File: src/rtl/tmr_pkg.sv
package tmr_pkg;
  localparam int unsigned CTRL_OFF  = 32'h20;
  localparam int unsigned CAUSE_OFF = 32'h24;
  localparam int unsigned MASK_OFF  = 32'h28;
  localparam int unsigned RSTEN_OFF = 32'h2C;

  function automatic int unsigned cnt_off(int unsigned ch);
    return ch * 8;
  endfunction

  function automatic int unsigned rld_off(int unsigned ch);
    return ch * 8 + 4;
  endfunction
endpackage

File: src/rtl/tmr_chan.sv
module tmr_chan #(
  parameter int DW = 32
) (
  input  logic          clk,
  input  logic          rst,
  input  logic          run,
  input  logic          auto_rl,
  input  logic          cnt_we,
  input  logic          rld_we,
  input  logic [DW-1:0] wdata,
  output logic [DW-1:0] cnt_o,
  output logic [DW-1:0] rld_o,
  output logic          evt_o
);
  logic [DW-1:0] cnt_q, rld_q;
  logic          expire;

  assign expire = run && !cnt_we && (cnt_q == DW'(1));

  always_ff @(posedge clk) begin
    if (rst) begin
      cnt_q <= '0;
      rld_q <= '0;
    end else begin
      if (cnt_we)
        cnt_q <= wdata;
      else if (expire)
        cnt_q <= auto_rl ? rld_q : '0;
      else if (run && cnt_q != '0)
        cnt_q <= cnt_q - DW'(1);
      if (rld_we)
        rld_q <= wdata;
    end
  end

  assign cnt_o = cnt_q;
  assign rld_o = rld_q;
  assign evt_o = expire;

  // stopped channel holds its count
  p_hold_stopped_r3: assert property (@(posedge clk) disable iff (rst)
    (!run && !cnt_we) |=> $stable(cnt_q));
  // running channel above one steps down by one
  p_step_down_r3: assert property (@(posedge clk) disable iff (rst)
    (run && !cnt_we && cnt_q > DW'(1)) |=> (cnt_q == $past(cnt_q) - DW'(1)));
  // one-shot expiry lands on zero
  p_oneshot_zero_r4: assert property (@(posedge clk) disable iff (rst)
    (run && !auto_rl && !cnt_we && cnt_q == DW'(1)) |=> (cnt_q == '0));
endmodule

File: src/rtl/tmr_irq.sv
module tmr_irq #(
  parameter int NCH   = 3,
  parameter int WD_CH = 2
) (
  input  logic           clk,
  input  logic           rst,
  input  logic [NCH-1:0] evt,
  input  logic           cause_we,
  input  logic           mask_we,
  input  logic           rsten_we,
  input  logic [NCH-1:0] wbits,
  input  logic           wen_bit,
  output logic [NCH-1:0] cause_o,
  output logic [NCH-1:0] mask_o,
  output logic           rsten_o,
  output logic           irq_o,
  output logic           rst_out_o
);
  logic [NCH-1:0] cause_q, mask_q;
  logic           rsten_q, irq_q, rst_out_q;

  always_ff @(posedge clk) begin
    if (rst) begin
      cause_q   <= '0;
      mask_q    <= '0;
      rsten_q   <= 1'b0;
      irq_q     <= 1'b0;
      rst_out_q <= 1'b0;
    end else begin
      cause_q   <= (cause_we ? (cause_q & wbits) : cause_q) | evt;
      if (mask_we)  mask_q  <= wbits;
      if (rsten_we) rsten_q <= wen_bit;
      irq_q     <= |(cause_q & mask_q);
      rst_out_q <= evt[WD_CH] & rsten_q;
    end
  end

  assign cause_o   = cause_q;
  assign mask_o    = mask_q;
  assign rsten_o   = rsten_q;
  assign irq_o     = irq_q;
  assign rst_out_o = rst_out_q;

  // no event bit falls without a write
  p_cause_sticky_r7: assert property (@(posedge clk) disable iff (rst)
    !cause_we |=> ((cause_q & $past(cause_q)) == $past(cause_q)));
  // an expiry always leaves its bit set, even against a clearing write
  p_evt_wins_r7: assert property (@(posedge clk) disable iff (rst)
    (|evt) |=> ((cause_q & $past(evt)) == $past(evt)));
  // reset request only with its enable
  p_rstout_gated_r9: assert property (@(posedge clk) disable iff (rst)
    rst_out_o |-> $past(rsten_q));
  // no masked event for two clocks means no interrupt
  p_irq_quiet_r8: assert property (@(posedge clk) disable iff (rst)
    ($past((cause_q & mask_q) == '0) && $past(!irq_q)) |-> !irq_o);
endmodule

File: src/rtl/tmr_wdog.sv
module tmr_wdog #(
  parameter int NUM_CH = 3,
  parameter int DW     = 32,
  parameter int AW     = 8
) (
  input  logic          clk,
  input  logic          rst,
  input  logic          wr_en,
  input  logic          rd_en,
  input  logic [AW-1:0] addr,
  input  logic [DW-1:0] wdata,
  output logic [DW-1:0] rdata,
  output logic          irq_o,
  output logic          rst_out_o
);
  import tmr_pkg::*;

  localparam int CW    = 2 * NUM_CH;
  localparam int WD_CH = NUM_CH - 1;

  logic [CW-1:0]     ctrl_q;
  logic [NUM_CH-1:0] evt, cause, mask;
  logic              rsten;
  logic [DW-1:0]     cnt [NUM_CH];
  logic [DW-1:0]     rld [NUM_CH];
  logic [DW-1:0]     rd_mux;
  logic [31:0]       a32;

  assign a32 = 32'(addr);

  always_ff @(posedge clk) begin
    if (rst)
      ctrl_q <= '0;
    else if (wr_en && a32 == CTRL_OFF)
      ctrl_q <= wdata[CW-1:0];
  end

  for (genvar i = 0; i < NUM_CH; i++) begin : g_ch
    tmr_chan #(.DW(DW)) u_chan (
      .clk     (clk),
      .rst     (rst),
      .run     (ctrl_q[2*i]),
      .auto_rl (ctrl_q[2*i+1]),
      .cnt_we  (wr_en && a32 == cnt_off(i)),
      .rld_we  (wr_en && a32 == rld_off(i)),
      .wdata   (wdata),
      .cnt_o   (cnt[i]),
      .rld_o   (rld[i]),
      .evt_o   (evt[i])
    );
  end

  tmr_irq #(.NCH(NUM_CH), .WD_CH(WD_CH)) u_irq (
    .clk       (clk),
    .rst       (rst),
    .evt       (evt),
    .cause_we  (wr_en && a32 == CAUSE_OFF),
    .mask_we   (wr_en && a32 == MASK_OFF),
    .rsten_we  (wr_en && a32 == RSTEN_OFF),
    .wbits     (wdata[NUM_CH-1:0]),
    .wen_bit   (wdata[0]),
    .cause_o   (cause),
    .mask_o    (mask),
    .rsten_o   (rsten),
    .irq_o     (irq_o),
    .rst_out_o (rst_out_o)
  );

  always_comb begin
    rd_mux = '0;
    for (int i = 0; i < NUM_CH; i++) begin
      if (a32 == cnt_off(i)) rd_mux = cnt[i];
      if (a32 == rld_off(i)) rd_mux = rld[i];
    end
    if (a32 == CTRL_OFF)  rd_mux = DW'(ctrl_q);
    if (a32 == CAUSE_OFF) rd_mux = DW'(cause);
    if (a32 == MASK_OFF)  rd_mux = DW'(mask);
    if (a32 == RSTEN_OFF) rd_mux = DW'(rsten);
  end

  always_ff @(posedge clk) begin
    if (rst)
      rdata <= '0;
    else if (rd_en)
      rdata <= rd_mux;
  end

  // outputs quiet in the clock after reset
  p_reset_quiet_r1: assert property (@(posedge clk)
    $past(rst) |-> (!irq_o && !rst_out_o && rdata == '0));
endmodule

File: config.mk
export PLATFORM = sky130hd
export DESIGN_NAME = tmr_wdog
export DESIGN_NICKNAME = d
export VERILOG_FILES = /design/src/rtl/tmr_pkg.sv /design/src/rtl/tmr_chan.sv /design/src/rtl/tmr_irq.sv /design/src/rtl/tmr_wdog.sv
export SDC_FILE = /design/constraint.sdc
export NUM_CORES = 1
export LEC_CHECK = 0
export BUFFER_PORTS_ARGS = -buffer_cell sky130_fd_sc_hd__buf_2
export CAP_MARGIN = 20
export CORE_UTILIZATION = 45
export DETAILED_ROUTE_END_ITERATION = 10
export GPL_ROUTABILITY_DRIVEN = 1
export SETUP_SLACK_MARGIN = 0.05
export SYNTH_ARGS = -nofsm -noshare
export SYNTH_HDL_FRONTEND = slang
export SYNTH_SLANG_ARGS = --single-unit
File: constraint.sdc
create_clock -name clk -period 8.3 [get_ports clk]
set_clock_uncertainty 0.2 [all_clocks]
set_input_delay 0.415 -clock clk [delete_from_list [all_inputs] [get_ports clk]]
set_output_delay 0.415 -clock clk [all_outputs]
set_load 0.1 [all_outputs]
# Word level (Yosys, flattened, before mapping)
# Index checks and enable logic that the tools add are counted.
[word_totals]
register_bits = 239
input_bits = 44
out_inout_bits = 34
wordCells = 85
[classes]
n_addsub = 3
eq_ne = 12
muxes = 23
bitwise_logic = 4
n_reduce_logical = 30
[op_table]
columns = ["op", "n"]
rows = [
  ["$mux 32", 22],
  ["$eq 32x1->1 const B", 3],
  ["$reduce_bool 32->1", 3],
  ["$sub 32x1->32 const B", 3],
  ["$eq 8x6->1 const B", 4],
  ["$logic_not 32->1", 1],
  ["$logic_and 1x1->1", 19],
  ["$eq 8x4->1 const B", 2],
  ["$eq 8x5->1 const B", 2],
  ["$reduce_bool 3->1", 3],
  ["$eq 8x3->1 const B", 1],
  ["$and 3x3->3", 2],
  ["$logic_not 1->1", 3],
  ["$mux 3", 1],
  ["$or 3x3->3", 1],
  ["$reduce_or 3->1", 1],
  ["$and 1x1->1", 1],
]

# Logic depth before layout (Yosys ltp)
[depth]
word_depth = 11
depth_mapped = 12
mapped_depth_nobuf = 9

# Modules after synthesis
# From an unflattened synthesis, not the netlist that was laid out.
[unflattened]
hier_cells = 1665
hier_area_um2 = 14413.8
[by_module_without_submodules]
columns = ["mod", "n_inst", "cells_per_inst", "area_each_um2", "seq_area_each_um2"]
rows = [
  ["tmr_chan at g_ch[1].u_chan ...", 2, 426, 3587.2, 1281.2],
  ["tmr_chan at g_ch[0].u_chan", 1, 442, 3847.4, 1281.2],
  ["tmr_wdog", 1, 340, 3085.5, 760.7],
  ["tmr_irq", 1, 31, 306.5, 180.2],
]

# Worst setup path before layout
# Ideal clock, no wire load.
[synth_timing]
path_type = "register to register"
start = "reg g_ch[1].u_chan.cnt_q[20]"
end = "reg g_ch[1].u_chan.cnt_q[29]"
setup_time_ps = 122
t_arrival_ps = 2795
t_required_ps = 7978
path_slack_ps = 5183
stages_incl_launch_ff = 10
path_buffers = 4
synth_period_minus_slack_ps = 3117
path_cell_list = "dfxtp_1 buf_2 or4_4 or4_1 clkbuf_2 or4_1 and2_1 buf_2 buf_2 o311a_1"
[synth_between]
elab_chain_len = 4
[synth_lines]
columns = ["element", "line_no", "text"]
rows = [
  ["start, declared", "tmr_chan.sv:15", "logic [DW-1:0] cnt_q, rld_q;"],
  ["start signal, assigned", "tmr_chan.sv:26", "cnt_q <= wdata;"],
  ["start signal, assigned", "tmr_chan.sv:28", "cnt_q <= auto_rl ? rld_q : '0;"],
  ["start signal, assigned", "tmr_chan.sv:30", "cnt_q <= cnt_q - DW'(1);"],
  ["$sub 32x1->32 / $eq 32x1->1 (equally long branches)", "tmr_chan.sv:30, tmr_chan.sv:18", ""],
  ["$mux 32 / $logic_and 1x1->1 (equally long branches)", "tmr_chan.sv:29, tmr_chan.sv:18", ""],
  ["$mux 32", "tmr_chan.sv:27", "else if (expire)"],
  ["$mux 32", "tmr_chan.sv:25", "if (cnt_we)"],
]
# Parallel ways exist; a longest one is shown, timed or not. The select of a mux whose other input is x is not followed.
# A chain may end at the register's enable or synchronous reset.

# Final worst setup path
[layout_timing]
start = "reg g_ch[1].u_chan.cnt_q[20]"
end = "reg g_ch[1].u_chan.cnt_q[0]"
[layout_between]
elab_chain_len = 4
[layout_lines]
columns = ["element", "line_no", "text"]
rows = [
  ["$eq 32x1->1", "tmr_chan.sv:18", "assign expire = run && !cnt_we && (cnt_q == DW'(1));"],
  ["$logic_and 1x1->1", "tmr_chan.sv:18", ""],
  ["$mux 32", "tmr_chan.sv:27", ""],
  ["$mux 32", "tmr_chan.sv:25", ""],
]
# Parallel ways exist; a longest one is shown, timed or not.

==> results.tsv <==
stage	metric	value	unit
sta	RSZ-0062 raised after global routing	false	
floorplanning	row cnt	62	
clock_tree	Worst-Skew Late Latency	0.55	ns
detailed_routing	Vias/cell	6.51	
clock_tree	clock sink count	239	
synth	Synth async-reset ratio	0	
detailed_routing	1st-iter DRT viols	1950	
power_and_ir_drop	Worst VDD drop	0.131	mV
detailed_routing	Post-Route WL	52300	um
placed_design	placed cell area	13800	um2
global_route	GRT Overall Usage	0.340	
worst_setup_path	slowest cell delay on critical path	0.81	ns
clock_tree	H-tree levels	1	
power_and_ir_drop	Power Density	170	nW/um2
finish	diodes inserted	0	
sta	Slew @ Worst Pin	1.10	ns
sta	fin crit share	0.460	
sta	Hold Violations, Final	0	
sta	Fmax achieved	262	MHz
floorplanning	# IOs	78	
finish	share of layout cells above drive strength 1	0.0999	
synth	Top FF cell, synth	dfxtp_1	
floorplanning	die height	174	um
finish	post-route design area	14700	um2
global_route	vias in the first global route	12972	
synth	mean post-synth cell area	7.44	um2
run_status	outcome	complete, no violations	
clock_tree	CTS tree	yes	
synth	top cells by area, synth	dfxtp_1, a21oi_1, nand2_1	
clock_tree	Post-CTS Setup Inserts	0	
detailed_routing	TritonRoute pass-1 iters	9	
synth	syn_nets	1841	
synth	Post-synth EDFFs	0	
sta	final setup vio count	0	
clock_tree	Root Buffer	clkbuf_16	
synth	Yosys reg bits	239	
worst_setup_path	critical path peak fanout	29	
detailed_routing	DRC violations left	0	
finish	Seq. cell area	4780	um2
clock_tree	Hold-fix buffers, CTS	7	
synth	most frequent cells after synthesis	nand2_1, a21oi_1, dfxtp_1, nor2_1, clkbuf_1	
synth	Yosys cell types	74	
global_route	antenna violations before repair	0	
clock_tree	clock transition at the registers of the reported paths	0.06	ns
placed_design	gpl congestion	0.984	
worst_setup_path	delay-heaviest family, CP	simple AND/OR/NAND/NOR gates	
flow_run	max_cap viols	0	
power_and_ir_drop	overall power	2510	uW
sta	final-report max-slew violation count	0	
floorplanning	area of the core	28900	um2
worst_setup_path	CP max-delay cell	nand2_1	
worst_setup_path	crit-path cells	or4_4, or4_1, or4_1, nand2_1, a311oi_1, a211o_1, a211oi_2	
finish	final non-filler cell total	2166	
synth	register area share after synthesis	0.360	
worst_hold_path	hold crit path type	in -> reg	
worst_setup_path	WP buf/inv	0	
synth	count leader, synth	nand2_1	
detailed_routing	post-route ant nets	0	
finish	Layout area overhead	10.4	%
worst_setup_path	most frequent CP cell	or4_1	
synth	synthesized cell area	13300	um2
global_route	GRT overflow	0	
worst_setup_path	endpoint class of the critical path	flip-flop	
clock_tree	cts bufs inserted	27	
worst_setup_path	Crit Path Category	reg -> reg	
floorplanning	initial core utilization	0.460	
sta	Rel. slew slack	0.264	
power_and_ir_drop	Leak Pwr	0.00538	uW
finish	FILL cells	2897	
finish	area of the multi-input gates	7840	um2
sta	Setup TNS	0	ns
worst_setup_path	Startpoint Class	flip-flop	
clock_tree	clock buffer depth	3	
placed_design	HPWL Detailed	35700	um
synth	largest area contributor in the netlist	dfxtp_1	
worst_setup_path	Critical Path AT	4.08	ns
detailed_routing	vias	14109	
worst_setup_path	CP Data Required Time	8.56	ns
synth	post-synthesis instance total	1788	
placed_design	Post-Place Cells	2113	
global_route	largest net degree at the start of global routing	64	
floorplanning	Die Footprint	30300	um2
finish	nets@finish	1818	
placed_design	port bufs	77	
finish	Final Util	0.508	
sta	fin crit period	3.82	ns
synth	top-area cell type share of the netlist area	0.360	
floorplanning	Die W	174	um
global_route	first-pass GRT wire length	80000	um
detailed_routing	WL/cell	24.2	um
synth	Synth Warn #	0	
clock_tree	CTS resizes	0	
==> sequential cells by signal (all words and copies together), names as in the netlist <==
name	cells
u_irq.rst_out_o	1
u_irq.mask_o	3
u_irq.cause_o	3
g_ch.u_chan.rld_o	96
u_irq.rsten_o	1
g_ch.u_chan.cnt_o	96
rdata	32
ctrl_q	6
u_irq.irq_o	1
==> metrics by stage <==
| step | worst slack (ns) | hold slack (ns) |
|---|---|---|
| finish | 4.48 | 0.0142 |
| detailed placement | 4.54 | 0.261 |
| global route | 4.33 | 0.0102 |
| CTS | 4.52 | 0.000864 |
| floorplan | 5.18 | 0.239 |
| global placement | 4.59 | 0.248 |
==> per-layer routing <==
layer | global-route usage | up-vias | part of all wire
met3 | 0.0389 | 145 | 0.080
met2 | 0.528 | 719 | 0.44
met5 | 0 | - | 0
met4 | 0.204 | 0 | 0.065
met1 | 0.455 | 6700 | 0.41
li1 | - | 6545 | -
==> final timing paths <==
kind                       startpoint                 endpoint  slack [ns]  depth (start not counted)
max          g_ch[1].u_chan.cnt_o[20]  g_ch[1].u_chan.cnt_o[0]        4.48                          7
min                          wdata[9]  g_ch[2].u_chan.rld_o[9]        0.01                          3
max reg2reg  g_ch[1].u_chan.cnt_o[20]  g_ch[1].u_chan.cnt_o[0]        4.48                          7
min reg2reg                  rdata[4]                 rdata[4]        0.26                          2
==> cells in the final DEF (no fill, tap or decap), types with 7 or more instances in the layout <==
cell type	netlist	final
buf_2	19	76
a222oi_1	50	50
xnor2_1	34	34
a211oi_1	25	25
buf_4	2	33
o211ai_1	20	20
a311oi_1	31	31
a21oi_1	240	240
nor4_1	58	56
mux2i_1	9	9
a221oi_1	17	17
xor2_1	34	34
nand4_1	14	14
nor2_1	183	179
ha_1	9	9
nand2_1	263	263
dfxtp_1	239	239
nor3_1	55	52
dlygate4sd3_1	0	7
o21ai_0	63	63
and3_1	13	12
or3_1	13	13
a31oi_1	10	10
or4_1	18	18
a211o_1	14	14
nand3_1	85	85
inv_1	15	15
clkbuf_1	137	8
o31ai_1	8	8
clkbuf_16	0	27
==> power breakdown <==
group          switching [uW]  leakage, uW  internal, uW
Sequential               4.64      0.00192          1150
Combinational             135      0.00304          59.1
Clock                     487     0.000412           669
==> logic make-up after synthesis <==
logic type | share of synthesized area
and+or+nand+nor | 0.263
AOI/OAI and AO/OA | 0.262
DFF | 0.360
buffers and inverters | 0.0549
xor gates and xnor gates | 0.0448
muxes | 0.00677
adders and majority gates | 0.00846
==> worst reg2reg max path, cell delays in order, from the launching register on <==
cell      delay (ns)
dfxtp_1         0.38
or4_4           0.57
or4_1           0.56
or4_1           0.58
nand2_1         0.81
a311oi_1        0.11
a211o_1         0.32
a211oi_2        0.22
==> final cells by class <==
| type | count | area share |
|---|---|---|
| tap | 384 | 0.0327 |
| clock inverter | 6 | 0.00375 |
| sequential | 239 | 0.326 |
| inverter | 15 | 0.00383 |
| timing repair buffer | 117 | 0.0483 |
| multi-input combinational | 1365 | 0.533 |
| clock buffer | 40 | 0.0527 |
(Power assumes the default switching activity.)
